[config.mk]
export PLATFORM = sky130hd
export DESIGN_NAME = prefor_mask
export DESIGN_NICKNAME = d
export VERILOG_FILES = /design/src/rtl/pom_pkg.sv /design/src/rtl/pom_pair_stage.sv /design/src/rtl/pom_odd_fix.sv /design/src/rtl/pom_prefix_node.sv /design/src/rtl/prefor_mask.sv
export SDC_FILE = /design/constraint.sdc
export NUM_CORES = 1
export LEC_CHECK = 0
export BUFFER_PORTS_ARGS = -buffer_cell sky130_fd_sc_hd__clkbuf_2
export CAP_MARGIN = 20
export CORE_AREA = 3 3 40 42
export DETAILED_ROUTE_END_ITERATION = 6
export DIE_AREA = 0 0 43 45
export MAX_ROUTING_LAYER = met4
export PLACE_DENSITY = 0.84
export SLEW_MARGIN = 5
export SYNTH_ARGS = -nofsm -noshare
export SYNTH_HDL_FRONTEND = slang
export SYNTH_SLANG_ARGS = --single-unit
export TNS_END_PERCENT = 20
[constraint.sdc]
create_clock -name vclk -period 2.85
set_input_delay 0.57 -clock vclk [all_inputs]
set_output_delay 0.57 -clock vclk [all_outputs]
set_load 0.01 [all_outputs]
[src/rtl/pom_pkg.sv]
`timescale 1ns/1ps
// Package for the prefix-OR mask generator.
// It holds the width rule that the top module checks at elaboration.
package pom_pkg;

    // True when v is a power of two that is at least 2.
    function automatic bit is_pow2(int unsigned v);
        return (v >= 2) && ((v & (v - 1)) == 0);
    endfunction

endpackage

[src/rtl/pom_pair_stage.sv]
`timescale 1ns/1ps
// Pair stage: ORs each adjacent pair of bits (2k+1, 2k) into pair bit k.
// Assumes W is even. Pair bit k covers the two positions that lie in the
// slot of bit k of the half-width prefix network below it.
module pom_pair_stage #(
    parameter  int W = 4,
    localparam int H = W / 2
) (
    input  logic [W-1:0] x_in,
    output logic [H-1:0] pair_or
);

    // One OR gate for each adjacent pair.
    for (genvar k = 0; k < H; k++) begin : g_pair
        assign pair_or[k] = x_in[2*k+1] | x_in[2*k];
    end

endmodule

[src/rtl/pom_odd_fix.sv]
`timescale 1ns/1ps
// Odd-fix stage: rebuilds the full-width mask from the half-width prefix.
// half_pre[k] is the OR of every input bit from W-1 down to 2k.
// Bit 2k takes that prefix directly. Bit 2k+1 ORs its own input bit with
// the prefix of the pair above it. The top bit has no pair above it.
module pom_odd_fix #(
    parameter  int W = 4,
    localparam int H = W / 2
) (
    input  logic [H-1:0] odd_bits,
    input  logic [H-1:0] half_pre,
    output logic [W-1:0] mask
);

    // Build each pair of output bits.
    for (genvar k = 0; k < H; k++) begin : g_fix
        assign mask[2*k] = half_pre[k];
        if (k == H - 1) begin : g_top
            assign mask[2*k+1] = odd_bits[k];
        end else begin : g_mid
            assign mask[2*k+1] = odd_bits[k] | half_pre[k+1];
        end
    end

endmodule

[src/rtl/pom_prefix_node.sv]
`timescale 1ns/1ps
// Recursive prefix-OR node of width W, which must be a power of two of at
// least 2. A 2-bit leaf is written out directly. Wider nodes use a pair
// stage, a half-width node and an odd-fix stage. Each level adds a constant
// depth and W/2 + W/2 - 1 OR gates, so the depth grows as log2(W) and the
// gate count grows linearly with W.
module pom_prefix_node #(
    parameter  int W = 4,
    localparam int H = W / 2
) (
    input  logic [W-1:0] x_in,
    output logic [W-1:0] mask
);

    if (W == 2) begin : g_leaf
        // Leaf: the top bit passes through, and the low bit ORs both bits.
        assign mask = {x_in[1], x_in[1] | x_in[0]};
    end else begin : g_rec
        logic [H-1:0] pair_or;
        logic [H-1:0] half_pre;
        logic [H-1:0] odd_bits;

        // Collect the odd-position inputs that the odd-fix stage needs.
        for (genvar k = 0; k < H; k++) begin : g_odd
            assign odd_bits[k] = x_in[2*k+1];
        end

        pom_pair_stage #(.W(W)) u_pair (
            .x_in    (x_in),
            .pair_or (pair_or)
        );

        pom_prefix_node #(.W(H)) u_sub (
            .x_in (pair_or),
            .mask (half_pre)
        );

        pom_odd_fix #(.W(W)) u_fix (
            .odd_bits (odd_bits),
            .half_pre (half_pre),
            .mask     (mask)
        );
    end

endmodule

[src/rtl/prefor_mask.sv]
`timescale 1ns/1ps
// Top level of the prefix-OR mask generator.
// Purely combinational: mask_out[j] is the OR of x_in[W-1:j].
// Assumes W is a power of two of at least 2, and rejects any other width
// at elaboration.
module prefor_mask #(
    parameter int W = 32
) (
    input  logic [W-1:0] x_in,
    output logic [W-1:0] mask_out
);

    if (!pom_pkg::is_pow2(W)) begin : g_bad_width
        $error("prefor_mask: W must be a power of two of at least 2");
    end

    pom_prefix_node #(.W(W)) u_root (
        .x_in (x_in),
        .mask (mask_out)
    );

endmodule

==> results by group <==
Run status
  – Outcome: complete, no violations

Place
  – Total cell area at the placement stage: 698 um2
  – Port Buffers: 64
  – Worst-case setup slack after placement: 0.176 ns
  – Post-DP HPWL: 1.35 mm
  – GP Congestion: 0.698

Global routing
  – Overall fraction of global-route tracks in use: 0.143
  – Maximum number of pins on one net before global-route repair: 14
  – Number of global-route vias before repair: 556
  – Wire length of the first global-routing pass: 2.21 mm
  – Antenna violations before repair: 0
  – Congestion Overflow GR: 0

Floorplan
  – Effective utilization at floorplan: 0.302
  – Die span in x: 43 um
  – Top-Level Pins: 64
  – Vertical extent of the die: 45 um
  – Placeable core region: 1280 um2
  – Die footprint: 1940 um2
  – Core Rows: 13

Critical path
  – Path type of the worst setup path: input pin to output pin
  – CP dominant cell by count: sky130_fd_sc_hd__clkbuf_2
  – Arrival time at the worst endpoint: 2.10 ns
  – Highest cell delay on the worst timing path: 0.66 ns
  – Cell type of the slowest stage on the worst timing path: sky130_fd_sc_hd__or4_1
  – Required @ worst endpoint: 2.28 ns
  – Capturing element type of the critical path: output pin
  – Crit path launch type: input pin
  – Worst-path fanout max: 13
  – Cell-by-cell listing of the critical path: clkbuf_2 > or4_1 > nor3_4 > nand4b_1 > clkbuf_2

Final layout
  – Net count, final: 159
  – Number of inserted diodes: 0
  – Fillcell total: 138
  – Final core utilization: 0.543
  – Sequential cell area: 0 um2
  – Synthesis-to-layout area growth: 80.0%
  – Summed area of non-filler cells in the final layout: 698 um2
  – Fraction of final layout cells with drive strength greater than 1: 0.552
  – Seq_cells: 0
  – Area of the multi-input gates: 348 um2
  – Number of clock buffers in the layout: 0

Run
  – Maximum capacitance violations: 0

Detailed routing
  – Mean number of vias per cell: 5.19
  – DR iter-0 viols: 12
  – Via count: 727
  – Antenna violation net count after detailed routing: 0
  – DRT Wirelength: 1.50 mm
  – Number of detailed-routing iterations run before antenna repair: 4
  – Remaining design rule violation count: 0
  – Wire per inst: 10.7 um

Timing
  – Peak clock frequency supported by timing: 374 MHz
  – Setup repair after global routing missed its margin: false
  – Final critical delay including setup and external delays: 2.67 ns
  – Total count of max-transition violations in the final report: 0
  – Final worst slack: 0.176 ns
  – Transition time at the pin with the least slew margin: 0.496 ns
  – Max_slew headroom: 0.667
  – Share of the clock period used by the worst path after layout: 0.938
  – Final-report hold violation count: 0
  – Setup-violating endpoint count in the final report: 0
  – Final sum of negative setup slack: 0 ns

Synth
  – Biggest area consumer among synthesized cells: sky130_fd_sc_hd__or4_1
  – Yosys synthesis warning count: 0
  – Count of different cell masters after synthesis: 19
  – Top cell types by occurrence after synthesis: sky130_fd_sc_hd__nor2_1 (9), sky130_fd_sc_hd__nand3_1 (8), sky130_fd_sc_hd__or4_1 (7)
  – Average cell area after synthesis: 5.88 um2
  – Mapped cell area: 388 um2
  – Post-synthesis net count: 98
  – Most common cell in the synthesized netlist: sky130_fd_sc_hd__nor2_1
  – Area share of the largest cell type after synthesis: 0.135
  – Top area cells in the synthesized netlist: sky130_fd_sc_hd__or4_1 (14%), sky130_fd_sc_hd__nand3_1 (10%), sky130_fd_sc_hd__nor2_1 (8.7%)
  – Synthesized instance count: 66
  – Proportion of synthesized chip area in sequential cells: 0

Worst hold path
  – WHS Endpoint: mask_out[31]
  – Start point of the worst min-delay path: x_in[31]
  – Worst hold path class: input pin to output pin
  – Hold Path Stages: 2

Clock network
  – Post_cts resized: 0
  – Buffer count from post-CTS setup fixing: 0
  – Total of hold buffers inserted after clock tree synthesis: 0

Pwr
  – Total leakage power: 0.317 nW
  – Power density over cell area: 68.3 nW/um2
  – Maximum VDD drop: 0.0338 mV
  – Power after layout: 0.0477 mW
## logic make-up after synthesis
family,Yosys count,share of synthesized area
AND/OR/NAND/NOR,58,0.897
buffers and inverters,8,0.103
## cell usage in the layout, fill, tap and decap left out, drive strengths merged
cell and count:
nand4b 1, and4 1, and4bb 1, or3 5
nand2b 2, nor3 6, or2 4, nand2 4
inv 3, nor2 9, nand3b 3, or4 7
nand3 8, nor4 4, clkbuf 64, nand4 3
## power by group
group          leakage (nW)  switching [mW]  internal [mW]
Sequential                0               0              0
Combinational         0.317          0.0232         0.0245
Clock                     0               0              0
## cell type report
| type | count | share of cell area |
|---|---|---|
| Timing Repair Buffer | 64 | 0.459 |
| Tap cell | 15 | 0.0269 |
| Inverter | 3 | 0.0161 |
| Multi-Input combinational cell | 58 | 0.498 |
## worst max-delay path by stage
stage	start	end	slack, ns	cells past startpoint
floorplan	x_in[29]	mask_out[10]	0.50	5
global placement	x_in[29]	mask_out[11]	0.20	5
detailed placement	x_in[29]	mask_out[9]	0.18	5
CTS	x_in[29]	mask_out[9]	0.17	5
global route	x_in[29]	mask_out[9]	0.06	5
finish	x_in[29]	mask_out[11]	0.18	5
## metal layers
metal	up-vias	global-route usage	part of all wire
met5	-	-	0
met3	0	0.00398	0.11
met2	36	0.281	0.50
met1	323	0.172	0.39
li1	368	-	-
met4	0	0	0
## through the flow
| stage | instances | hold slack, ns |
|---|---|---|
| floorplan | 66 | 1.23 |
| global placement | 140 | 1.36 |
| detailed placement | 140 | 1.36 |
| CTS | 140 | 1.36 |
| global route | 140 | 1.38 |
| finish | 140 | 1.36 |
## critical path, delay by kind of cell
kind / cells / cell delay, ns
buffers and inverters: 2 / 0.24
and+or+nand+nor: 3 / 1.29
No activity file was read; power rests on OpenSTA's default activity.
